File: src/rtl/trigseq_pkg.sv
package trigseq_pkg;
   localparam int ACT_W = 13;
   localparam int A_TRIG      = 0;
   localparam int A_STORE     = 1;
   localparam int A_NOSTORE   = 2;
   localparam int A_WIN_OPEN  = 3;
   localparam int A_WIN_CLOSE = 4;
   localparam int A_CNT_INC   = 5;
   localparam int A_CNT_CLR   = 6;
   localparam int A_TMR_GO    = 7;
   localparam int A_TMR_HALT  = 8;
   localparam int A_TMR_CLR   = 9;
   localparam int A_GOTO      = 10;
   localparam int A_SIG_SET   = 11;
   localparam int A_SIG_CLR   = 12;

   localparam int TGT_LSB = 16;
   localparam int AND_BIT = 31;

   typedef enum logic [1:0] {
      KEEP_ALL    = 2'd0,
      KEEP_WINDOW = 2'd1,
      KEEP_ACTION = 2'd2,
      KEEP_CHANGE = 2'd3
   } keep_mode_e;
endpackage

File: src/rtl/trigseq_events.sv
module trigseq_events #(
   parameter int DATA_W  = 16,
   parameter int N_WORD  = 4,
   parameter int N_RANGE = 2,
   localparam int EV_W   = N_WORD + N_RANGE + 7
) (
   input  logic [DATA_W-1:0]               sample_i,
   input  logic [DATA_W-1:0]               prev_i,
   input  logic [N_WORD-1:0][DATA_W-1:0]   wval_i,
   input  logic [N_WORD-1:0][DATA_W-1:0]   wmsk_i,
   input  logic [N_RANGE-1:0][DATA_W-1:0]  rlo_i,
   input  logic [N_RANGE-1:0][DATA_W-1:0]  rhi_i,
   input  logic                            cnt_hit_i,
   input  logic                            tmr_hit_i,
   input  logic                            ext_i,
   input  logic                            glitch_i,
   input  logic                            viol_i,
   output logic [EV_W-1:0]                 ev_o
);
   localparam int E_CNT = N_WORD + N_RANGE;

   for (genvar k = 0; k < N_WORD; k++) begin : g_word
      assign ev_o[k] = ((sample_i ^ wval_i[k]) & wmsk_i[k]) == '0;
   end

   for (genvar r = 0; r < N_RANGE; r++) begin : g_range
      assign ev_o[N_WORD+r] = (sample_i >= rlo_i[r]) && (sample_i <= rhi_i[r]);
   end

   assign ev_o[E_CNT]   = cnt_hit_i;
   assign ev_o[E_CNT+1] = tmr_hit_i;
   assign ev_o[E_CNT+2] = ext_i;
   assign ev_o[E_CNT+3] = glitch_i;
   assign ev_o[E_CNT+4] = viol_i;
   assign ev_o[E_CNT+5] = (sample_i != prev_i);
   assign ev_o[E_CNT+6] = 1'b1;
endmodule

File: src/rtl/trigseq_pick.sv
module trigseq_pick #(
   parameter int N_CL = 4,
   parameter int EV_W = 13
) (
   input  logic [EV_W-1:0]            ev_i,
   input  logic [N_CL-1:0][EV_W-1:0]  msk_i,
   input  logic [N_CL-1:0]            all_i,
   output logic [N_CL-1:0]            win_o
);
   logic [N_CL-1:0] hit;

   for (genvar c = 0; c < N_CL; c++) begin : g_cl
      assign hit[c] = (|msk_i[c]) &&
                      (all_i[c] ? (&(ev_i | ~msk_i[c])) : (|(ev_i & msk_i[c])));
   end

   // isolate the lowest set bit: lowest-numbered true clause wins
   assign win_o = hit & (~hit + 1'b1);
endmodule

File: src/rtl/trigseq_ctr.sv
module trigseq_ctr #(
   parameter int W        = 51,
   parameter bit IS_TIMER = 1'b0
) (
   input  logic         clk_i,
   input  logic         rst_ni,
   input  logic         clear_i,
   input  logic         step_i,
   input  logic         halt_i,
   input  logic         zero_i,
   input  logic [W-1:0] limit_i,
   output logic         hit_o
);
   logic [W-1:0] val_q;

   assign hit_o = (val_q >= limit_i);

   if (IS_TIMER) begin : g_tmr
      logic run_q, run_eff;
      assign run_eff = (run_q | step_i) & ~halt_i;
      always_ff @(posedge clk_i or negedge rst_ni) begin
         if (!rst_ni) begin
            val_q <= '0;
            run_q <= 1'b0;
         end else if (clear_i) begin
            val_q <= '0;
            run_q <= 1'b0;
         end else begin
            run_q <= run_eff;
            if (zero_i)       val_q <= '0;
            else if (run_eff) val_q <= val_q + 1'b1;
         end
      end

      AST_TMR_ADVANCE: assert property (@(posedge clk_i) disable iff (!rst_ni)
         (run_q && !clear_i && !zero_i && !halt_i) |=> (val_q == $past(val_q) + 1'b1));
   end else begin : g_cnt
      always_ff @(posedge clk_i or negedge rst_ni) begin
         if (!rst_ni)                 val_q <= '0;
         else if (clear_i || zero_i)  val_q <= '0;
         else if (step_i && !halt_i)  val_q <= val_q + 1'b1;
      end

      AST_CNT_HOLD: assert property (@(posedge clk_i) disable iff (!rst_ni)
         (!clear_i && !zero_i && !step_i) |=> $stable(val_q));
   end

   AST_CTR_ZEROED: assert property (@(posedge clk_i) disable iff (!rst_ni)
      (clear_i || zero_i) |=> (val_q == '0));
endmodule

File: src/rtl/trigseq_top.sv
module trigseq_top
   import trigseq_pkg::*;
#(
   parameter int DATA_W    = 16,
   parameter int N_STATES  = 4,
   parameter int N_CLAUSES = 4,
   parameter int N_WORD    = 4,
   parameter int N_RANGE   = 2,
   parameter int CNT_W     = 51,
   parameter int ADDR_W    = 6
) (
   input  logic              clk_i,
   input  logic              rst_ni,
   input  logic              arm_i,
   input  logic              cfg_we_i,
   input  logic [ADDR_W-1:0] cfg_addr_i,
   input  logic [31:0]       cfg_wdata_i,
   input  logic [DATA_W-1:0] sample_i,
   input  logic              ext_i,
   input  logic              glitch_i,
   input  logic              viol_i,
   output logic              trig_o,
   output logic              store_o,
   output logic              sig_o
);
   localparam int SW   = $clog2(N_STATES);
   localparam int CW   = $clog2(N_CLAUSES);
   localparam int EV_W = N_WORD + N_RANGE + 7;

   if (N_STATES < 2 || N_STATES > 16)       begin : g_bad_st  $error("N_STATES out of 2..16");    end
   if (N_CLAUSES < 2 || N_CLAUSES > 16)     begin : g_bad_cl  $error("N_CLAUSES out of 2..16");   end
   if (N_WORD < 1 || N_WORD > 8)            begin : g_bad_w   $error("N_WORD out of 1..8");       end
   if (N_RANGE < 1 || N_RANGE > 4)          begin : g_bad_r   $error("N_RANGE out of 1..4");      end
   if (DATA_W < 1 || DATA_W > 32)           begin : g_bad_d   $error("DATA_W out of 1..32");      end
   if (CNT_W < 33 || CNT_W > 64)            begin : g_bad_c   $error("CNT_W out of 33..64");      end
   if (EV_W > AND_BIT)                      begin : g_bad_e   $error("event vector too wide");   end
   if (ADDR_W - 1 < SW + CW + 1 || ADDR_W < 6) begin : g_bad_a $error("ADDR_W too small");       end

   // ---------------- configuration storage ----------------
   logic [EV_W-1:0]  cl_msk [N_STATES][N_CLAUSES];
   logic             cl_all [N_STATES][N_CLAUSES];
   logic [ACT_W-1:0] cl_act [N_STATES][N_CLAUSES];
   logic [3:0]       cl_tgt [N_STATES][N_CLAUSES];
   logic [N_WORD-1:0][DATA_W-1:0]  wval, wmsk;
   logic [N_RANGE-1:0][DATA_W-1:0] rlo, rhi;
   logic [CNT_W-1:0] cnt_lim, tmr_lim;
   keep_mode_e       keep_mode;

   logic          in_misc;
   logic [SW-1:0] wa_st;
   logic [CW-1:0] wa_cl;
   logic [4:0]    wa_m;
   assign in_misc = cfg_addr_i[ADDR_W-1];
   assign wa_st   = cfg_addr_i[SW+CW:CW+1];
   assign wa_cl   = cfg_addr_i[CW:1];
   assign wa_m    = cfg_addr_i[4:0];

   always_ff @(posedge clk_i or negedge rst_ni) begin
      if (!rst_ni) begin
         for (int s = 0; s < N_STATES; s++) begin
            for (int c = 0; c < N_CLAUSES; c++) begin
               cl_msk[s][c] <= '0;
               cl_all[s][c] <= 1'b0;
               cl_act[s][c] <= '0;
               cl_tgt[s][c] <= '0;
            end
         end
         wval      <= '0;
         wmsk      <= '0;
         rlo       <= '0;
         rhi       <= '0;
         cnt_lim   <= '0;
         tmr_lim   <= '0;
         keep_mode <= KEEP_ALL;
      end else if (cfg_we_i) begin
         if (!in_misc) begin
            if (!cfg_addr_i[0]) begin
               cl_msk[wa_st][wa_cl] <= cfg_wdata_i[EV_W-1:0];
               cl_all[wa_st][wa_cl] <= cfg_wdata_i[AND_BIT];
            end else begin
               cl_act[wa_st][wa_cl] <= cfg_wdata_i[ACT_W-1:0];
               cl_tgt[wa_st][wa_cl] <= cfg_wdata_i[TGT_LSB+3:TGT_LSB];
            end
         end else begin
            for (int k = 0; k < N_WORD; k++) begin
               if (wa_m == 5'(2*k))   wval[k] <= cfg_wdata_i[DATA_W-1:0];
               if (wa_m == 5'(2*k+1)) wmsk[k] <= cfg_wdata_i[DATA_W-1:0];
            end
            for (int r = 0; r < N_RANGE; r++) begin
               if (wa_m == 5'(16+2*r)) rlo[r] <= cfg_wdata_i[DATA_W-1:0];
               if (wa_m == 5'(17+2*r)) rhi[r] <= cfg_wdata_i[DATA_W-1:0];
            end
            case (wa_m)
               5'h18:   cnt_lim[31:0]       <= cfg_wdata_i;
               5'h19:   cnt_lim[CNT_W-1:32] <= cfg_wdata_i[CNT_W-33:0];
               5'h1A:   tmr_lim[31:0]       <= cfg_wdata_i;
               5'h1B:   tmr_lim[CNT_W-1:32] <= cfg_wdata_i[CNT_W-33:0];
               5'h1C:   keep_mode           <= keep_mode_e'(cfg_wdata_i[1:0]);
               default: ;
            endcase
         end
      end
   end

   // ---------------- evaluation ----------------
   logic [SW-1:0]                    state_q;
   logic                             trig_done_q, win_q;
   logic [DATA_W-1:0]                prev_q;
   logic                             cnt_hit, tmr_hit;
   logic [EV_W-1:0]                  ev;
   logic [N_CLAUSES-1:0][EV_W-1:0]   cur_msk;
   logic [N_CLAUSES-1:0]             cur_all, win;
   logic [CW-1:0]                    win_idx;
   logic [ACT_W-1:0]                 act;
   logic [3:0]                       tgt;
   logic                             goto_ok, win_nx, keep_base;

   trigseq_events #(.DATA_W(DATA_W), .N_WORD(N_WORD), .N_RANGE(N_RANGE)) u_ev (
      .sample_i (sample_i), .prev_i (prev_q),
      .wval_i (wval), .wmsk_i (wmsk), .rlo_i (rlo), .rhi_i (rhi),
      .cnt_hit_i (cnt_hit), .tmr_hit_i (tmr_hit),
      .ext_i (ext_i), .glitch_i (glitch_i), .viol_i (viol_i),
      .ev_o (ev)
   );

   always_comb begin
      for (int c = 0; c < N_CLAUSES; c++) begin
         cur_msk[c] = cl_msk[state_q][c];
         cur_all[c] = cl_all[state_q][c];
      end
   end

   trigseq_pick #(.N_CL(N_CLAUSES), .EV_W(EV_W)) u_pick (
      .ev_i (ev), .msk_i (cur_msk), .all_i (cur_all), .win_o (win)
   );

   always_comb begin
      win_idx = '0;
      for (int c = 0; c < N_CLAUSES; c++) begin
         if (win[c]) win_idx = CW'(c);
      end
   end

   assign act     = (|win) ? cl_act[state_q][win_idx] : '0;
   assign tgt     = cl_tgt[state_q][win_idx];
   assign goto_ok = act[A_GOTO] && (int'(tgt) < N_STATES);
   assign win_nx  = act[A_WIN_CLOSE] ? 1'b0 : (win_q | act[A_WIN_OPEN]);

   always_comb begin
      case (keep_mode)
         KEEP_ALL:    keep_base = 1'b1;
         KEEP_WINDOW: keep_base = win_nx;
         KEEP_ACTION: keep_base = 1'b0;
         default:     keep_base = (sample_i != prev_q);
      endcase
   end

   trigseq_ctr #(.W(CNT_W), .IS_TIMER(1'b0)) u_cnt (
      .clk_i (clk_i), .rst_ni (rst_ni), .clear_i (arm_i),
      .step_i (act[A_CNT_INC]), .halt_i (1'b0), .zero_i (act[A_CNT_CLR]),
      .limit_i (cnt_lim), .hit_o (cnt_hit)
   );

   trigseq_ctr #(.W(CNT_W), .IS_TIMER(1'b1)) u_tmr (
      .clk_i (clk_i), .rst_ni (rst_ni), .clear_i (arm_i),
      .step_i (act[A_TMR_GO]), .halt_i (act[A_TMR_HALT]), .zero_i (act[A_TMR_CLR]),
      .limit_i (tmr_lim), .hit_o (tmr_hit)
   );

   always_ff @(posedge clk_i or negedge rst_ni) begin
      if (!rst_ni) begin
         state_q     <= '0;
         trig_done_q <= 1'b0;
         win_q       <= 1'b0;
         prev_q      <= '0;
         trig_o      <= 1'b0;
         store_o     <= 1'b0;
         sig_o       <= 1'b0;
      end else begin
         prev_q <= sample_i;
         if (arm_i) begin
            state_q     <= '0;
            trig_done_q <= 1'b0;
            win_q       <= 1'b0;
            trig_o      <= 1'b0;
            store_o     <= 1'b0;
            sig_o       <= 1'b0;
         end else begin
            if (goto_ok) state_q <= tgt[SW-1:0];
            trig_o <= act[A_TRIG] & ~trig_done_q;
            if (act[A_TRIG]) trig_done_q <= 1'b1;
            win_q   <= win_nx;
            store_o <= (keep_base | act[A_STORE]) & ~act[A_NOSTORE];
            if (act[A_SIG_CLR])      sig_o <= 1'b0;
            else if (act[A_SIG_SET]) sig_o <= 1'b1;
         end
      end
   end

   // ---------------- assertions ----------------
   AST_ARM_HOME: assert property (@(posedge clk_i) disable iff (!rst_ni)
      arm_i |=> (state_q == '0 && !trig_o && !store_o && !sig_o));
   AST_ONE_WINNER: assert property (@(posedge clk_i) disable iff (!rst_ni)
      $onehot0(win));
   AST_STATE_HOLD: assert property (@(posedge clk_i) disable iff (!rst_ni)
      (!arm_i && !act[A_GOTO]) |=> $stable(state_q));
   AST_TRIG_ONCE: assert property (@(posedge clk_i) disable iff (!rst_ni)
      trig_o |=> !trig_o);
   AST_NOSTORE_WINS: assert property (@(posedge clk_i) disable iff (!rst_ni)
      (!arm_i && act[A_NOSTORE]) |=> !store_o);
   AST_SIG_CLR_WINS: assert property (@(posedge clk_i) disable iff (!rst_ni)
      (!arm_i && act[A_SIG_CLR]) |=> !sig_o);
endmodule

File: config.mk
export PLATFORM = sky130hd
export DESIGN_NAME = trigseq_top
export DESIGN_NICKNAME = d
export VERILOG_FILES = /design/src/rtl/trigseq_pkg.sv /design/src/rtl/trigseq_events.sv /design/src/rtl/trigseq_pick.sv /design/src/rtl/trigseq_ctr.sv /design/src/rtl/trigseq_top.sv
export SDC_FILE = /design/constraint.sdc
export NUM_CORES = 2
export LEC_CHECK = 0
export BUFFER_PORTS_ARGS = -buffer_cell sky130_fd_sc_hd__buf_2
export CAP_MARGIN = 30
export CORE_ASPECT_RATIO = 2
export CORE_MARGIN = 4
export CORE_UTILIZATION = 57
export DETAILED_ROUTE_END_ITERATION = 8
export GPL_ROUTABILITY_DRIVEN = 0
export PLACE_DENSITY_LB_ADDON = 0.25
export SYNTH_ARGS = -nofsm -noshare
export SYNTH_HDL_FRONTEND = slang
export SYNTH_HIERARCHICAL = 1
export SYNTH_SLANG_ARGS = --single-unit
export TNS_END_PERCENT = 100
File: constraint.sdc
create_clock -name clk_i -period 18.3 [get_ports clk_i]
set_input_delay 0 -clock clk_i [delete_from_list [all_inputs] [get_ports clk_i]]
set_output_delay 0 -clock clk_i [all_outputs]
set_load 0.03 [all_outputs]
After elaboration in Yosys (flattened, before gate mapping):

Index checks and enable logic that the tools add are counted.

* bitwise gates (word level): 37
* reduce and logical (&&, ||, !) cells: 53
* order comparisons: 13
* equal/unequal tests: 19
* multiplexer cells: 60
* $add $sub $neg: 3

Operator list (count)
* $bwmux 208: 2
* $mux 52: 5
* $mux 51: 5
* $bmux 52 s2: 2
* $demux 52 s2: 1
* $reduce_or 13->1: 8
* $add 51x1->51 const B: 2
* $ge 51x51->1: 2
* $and 16x16->16: 4
* $bwmux 64: 1
* $logic_not 16->1: 4
* $xor 16x16->16: 4
* $reduce_and 3->1: 19
* $and 13x13->13: 4
* $mux 13: 4
* $not 13->13: 4
* $or 13x13->13: 4
* $reduce_and 13->1: 4
* $mux 16: 3
* $eq 5x5->1 const B: 9
* $bmux 16 s2: 1
* $demux 16 s2: 1
* $ge 16x16->1: 2
* $le 16x16->1: 2
* 33 further kinds: 88

* bits in registers: 918
* input bits: 61
* output and inout bits: 3

Longest topological paths before layout:

* word-level depth: 26
* gate-level depth with buffers: 30
* mapped depth without buffers: 24

Hierarchy:

The synthesis kept the hierarchy.

By module, submodules not included
* trigseq_top: cells an instance 2088, area an instance 33978.8 um2, instances 1
* trigseq_ctr at u_tmr: cells an instance 462, area an instance 3880.0 um2, instances 1
* trigseq_ctr at u_cnt: cells an instance 450, area an instance 3878.7 um2, instances 1
* trigseq_events: cells an instance 370, area an instance 2710.1 um2, instances 1
* trigseq_pick: cells an instance 110, area an instance 752.0 um2, instances 1

Worst setup path after synthesis:

Ideal clock, no wire load.

* path kind: register to register
* start: reg state_q[0]
* end: reg u_tmr.val_q[43]
* clock period less this slack: 5.887 ns
* arrival time: 5.822 ns
* buffers on the path: 8
* cell stages (with the launch flop): 25
* path slack: 12.413 ns
* cells stage by stage: dfrtp_1 > buf_6 > buf_6 > buf_6 > buf_4 > buf_2 > mux4_2 > a222oi_1 > nand3_1 > o41ai_2 > nand3_1 > nor2b_1 > nor2b_1 > or2_2 > clkbuf_1 > buf_2 > buf_2 > mux2i_1 > o22ai_1 > o21bai_1 > a21boi_1 > nand4b_2 > or4_4 > nor3b_2 > o21a_1

RTL lines
* start, declared: line trigseq_top.sv:106 `logic [SW-1:0] state_q;`
* start signal, assigned: line trigseq_top.sv:189 `if (goto_ok) state_q <= tgt[SW-1:0];`
* end signal, assigned: line trigseq_ctr.sv:31 `else if (run_eff) val_q <= val_q + 1'b1;`
* end, declared: line trigseq_ctr.sv:14 `logic [W-1:0] val_q;`

==> out/summary.txt <==
=======================================================================================
Post-route clock skew                                                           30.7 ps
Via/cell ratio                                                                     6.31
Number of max-cap violations                                                          0
Post-synth top area share                                                         0.508
Via count of the routed design                                                    29200
Detailed Routing Iterations Pass 1                                                    8
Synth warnings                                                                        6
# nets final                                                                       3753
Area enclosed by the die boundary                                           84100 sq um
Leakage power                                                                 0.0231 uW
Number of I/O port buffers                                                           63
Instance area at placement                                                  46400 sq um
Detailed Route WL                                                             120000 um
Crit path capture type                                                         register
Area share of and/or/nand/nor cells after synthesis                              0.0701
Average cell area after synthesis                                            13.0 sq um
Hold slack final                                                               -45.5 ps
Tot GR Track Use                                                                  0.285
Final count of pins violating max slew                                                0
Clk slew on worst S/H paths                                                       70 ps
Number of standard cells after synthesis                                           3480
Antenna violations before repair                                                      8
Top post-synthesis cells by area                                           sky130_fd_sc_hd__dfrtp_1 (51%), sky130_fd_sc_hd__mux2_2 (19%), sky130_fd_sc_hd__mux4_2 (5.8%), sky130_fd_sc_hd__ha_1 (4.7%), sky130_fd_sc_hd__xor2_1 (2.2%)
Failing checks                                                             negative hold slack
Total congestion overflow                                                             0
Effective utilization at floorplan                                                0.577
Inserted Clock Buffers                                                               84
Delay contributed by the slowest stage of the critical path                      810 ps
Sum of negative setup slack                                                        0 ps
Syn nets                                                                           3709
Maximum clock frequency                                                         114 MHz
Startpoint class of the critical path                                          register
Most frequent standard cell in the layout excluding fill and tap cells     sky130_fd_sc_hd__dfrtp_1
Total area of sequential cells                                              23000 sq um
XOR/XNOR Fraction of Synth Area                                                  0.0347
Post-CTS Setup Bufs                                                                   0
Final critical delay including setup and external delays                        8810 ps
Routed met3 length                                                              6270 um
Routed metal-1 wire length                                                     41600 um
Total of endpoints with negative setup slack in the final report                      0
Unrepaired setup endpoints after global routing                                      no
Highest routed layer                                                               met4
Root Driver                                                                sky130_fd_sc_hd__clkbuf_16
Share of post-route cells with drive strength above 1                             0.343
Compound-Gate Fraction of Synth Area                                             0.0434
Area of the core                                                            78400 sq um
Normalized max-slew margin                                                        0.281
TritonCTS clock tree                                                              built
Pin count of the biggest net entering global routing                                158
Share of the clock period used by the worst path                                  0.481
Main combinational cell family by area after synthesis                     multiplexers
Number of standard-cell rows in the floorplan                                       145
Routed WL per cell                                                              25.8 um
Portion of netlist area occupied by mux cells                                     0.259
Post-route design area                                                      49900 sq um
Largest driver fanout on the critical path                                           38
Count of antenna-violating nets left after detailed routing                           0
Predominant post-synthesis flop cell                                       sky130_fd_sc_hd__dfrtp_1
Multi-input combinational cell area                                         20500 sq um
Number of hold-repair buffers added at the cts stage                                 38
Horizontal die dimension                                                         207 um
Total number of H-tree levels                                                         3
Adder-cell share of the synthesized area                                         0.0465
Vert. Die Dim                                                                    406 um
Via count of the first global-routing pass                                        32000
Number of violations reported at the end of detailed-routing iteration 0           2196
Clock Sinks                                                                         918
Arr. time, crit path                                                            9340 ps
Cell variety after synth                                                             81
Data required time of the worst path                                           18830 ps
Final count of hold timing violations                                                14
Total of flip-flops plus latches after synthesis                                    918
Cell taking the most area after synthesis                                  sky130_fd_sc_hd__dfrtp_1
Post-detailed-route DRC marker count                                                  0
Crit path cell chain                                                       buf_4 > buf_4 > mux4_2 > a222oi_1 > nand3_1 > o41ai_2 > nand3_1 > and3b_1 > nor2_1 > o21ai_1 > o22ai_1 > nor2b_1 > nand4_1 > nor4_1 > nand4_1 > xor2_1 > nor2_1
Kind of critical path                                                           reg2reg
Worst min-delay path category                                                  in2async
Total standard cell area after synthesis                                    45200 sq um
Power density over the cells                                                115 nW/um^2
Asr flop ratio synth                                                               1.00
Commonest non-fill, non-tap cells in the layout                            sky130_fd_sc_hd__dfrtp_1 (916), sky130_fd_sc_hd__mux2_2 (781), sky130_fd_sc_hd__inv_1 (191)
I/O pin cnt                                                                          64
Wire length of the first global-routing pass                                  186000 um
Outcome                                                                    finished, violations left
Largest voltage drop on the vdd net                                          0.000112 V
Area growth from synthesis to layout                                              10.5%
Buffer levels on the longest clock path                                               3
Number of buffers and inverters on the critical path                                  2
Clock latency of the later-clocked register in the worst-skew pair               690 ps
Pin slew with the least headroom to its limit                                   1080 ps
Detail Placement HPWL                                                          78000 um
Number of fillers in the final layout                                              5866
Count of non-filler cells in the finished layout                                   4624
Total placed cells including tap cells                                             4421
Cell with the biggest individual delay on the critical path                sky130_fd_sc_hd__nand4_1
Post-synthesis sequential area ratio                                              0.508
Delay-heaviest family, CP                                                  simple AND/OR/NAND/NOR gates
Count of flip-flops with a built-in enable after synthesis                            0
Resized Gates After CTS                                                               0
Total met2 wirelength after detailed routing                                   62500 um
=======================================================================================
## synth_stat cells (all sizes together) (7+ instances only)
library cell,count
xnor2,64
mux4,116
and4,13
a211oi,10
mux2i,16
clkbuf,118
nand2,115
inv,195
a22oi,52
a21oi,88
nor2,175
mux2,793
nor4,31
nand3,63
nand4,72
or3,15
o21ai,39
ha,168
nor3,39
or2,7
a21o,7
xor2,115
a221oi,17
buf,93
nor2b,15
and3,17
nor3b,11
dfrtp,918
a22o,17
## sequential cells by signal, summed over array words and instances, names as in the netlist, 64 cells and up
register	flops
cl_tgt	64
cl_act	208
wval	64
wmsk	64
cl_msk	208
## path summary, 6_finish.rpt
kind                            startpoint              end  slack, ps  cells past startpoint
max in group asynchronous           rst_ni       cl_msk[55]      15030                      5
max reg2reg                     state_q[0]  u_cnt/val_q[37]       9490                     17
min in group clk_i         cfg_wdata_i[18]        cl_tgt[6]         60                      2
min                                 rst_ni  u_cnt/val_q[38]        -50                      2
max                             state_q[0]  u_cnt/val_q[37]       9490                     17
min reg2reg                    cl_act[151]      cl_act[151]        490                      1
## cells by family after synthesis
group | after synthesis
other cells | 2
flops | 918
mux | 925
buf+inv | 406
xor+xnor | 179
simple gates | 597
compound gates | 285
fa+ha+maj | 168
## cell type report
class | instances | share of cell area
inverter | 195 | 0.0147
timing repair buffer | 169 | 0.0282
antenna | 5 | 0.000251
multi-input combinational | 2156 | 0.411
clock inverter | 34 | 0.0107
sequential | 918 | 0.460
clock buffer | 118 | 0.0489
tap | 1029 | 0.0258
## metrics by stage
step                      utilization  total power (uW)  setup slack (ps)  hold WS [ps]
final                           0.637              5730              9490         -45.5
after global routing            0.637              5960              8970          16.4
after CTS                       0.635              5740              9560          10.6
after detailed placement        0.592              3840              9590           156
after global placement          0.590              3760              9770           123
after floorplan                     -              3380             12410          -296
## power breakdown
part / leakage (uW) / switching [uW] / internal (uW)
clock network: 0.00146 / 798 / 1100
registers: 0.0122 / 158 / 2270
logic: 0.00936 / 800 / 609
total: 0.0231 / 1760 / 3980
## worst reg2reg max path: cells and delay by family, from the launching register on
family / cells / cell delay, ps
compound gates: 4 / 1840
xor+xnor: 1 / 160
buf+inv: 2 / 1390
flops: 1 / 750
mux: 1 / 660
simple gates: 9 / 3850
## layer usage
| layer | global-route usage | up-vias |
|---|---|---|
| li1 | - | 12600 |
| met1 | 0.308 | 15200 |
| met2 | 0.513 | 1050 |
| met3 | 0.0477 | 416 |
| met4 | 0.189 | 0 |
| met5 | 0 | - |
No activity file was read; power rests on OpenSTA's default activity.
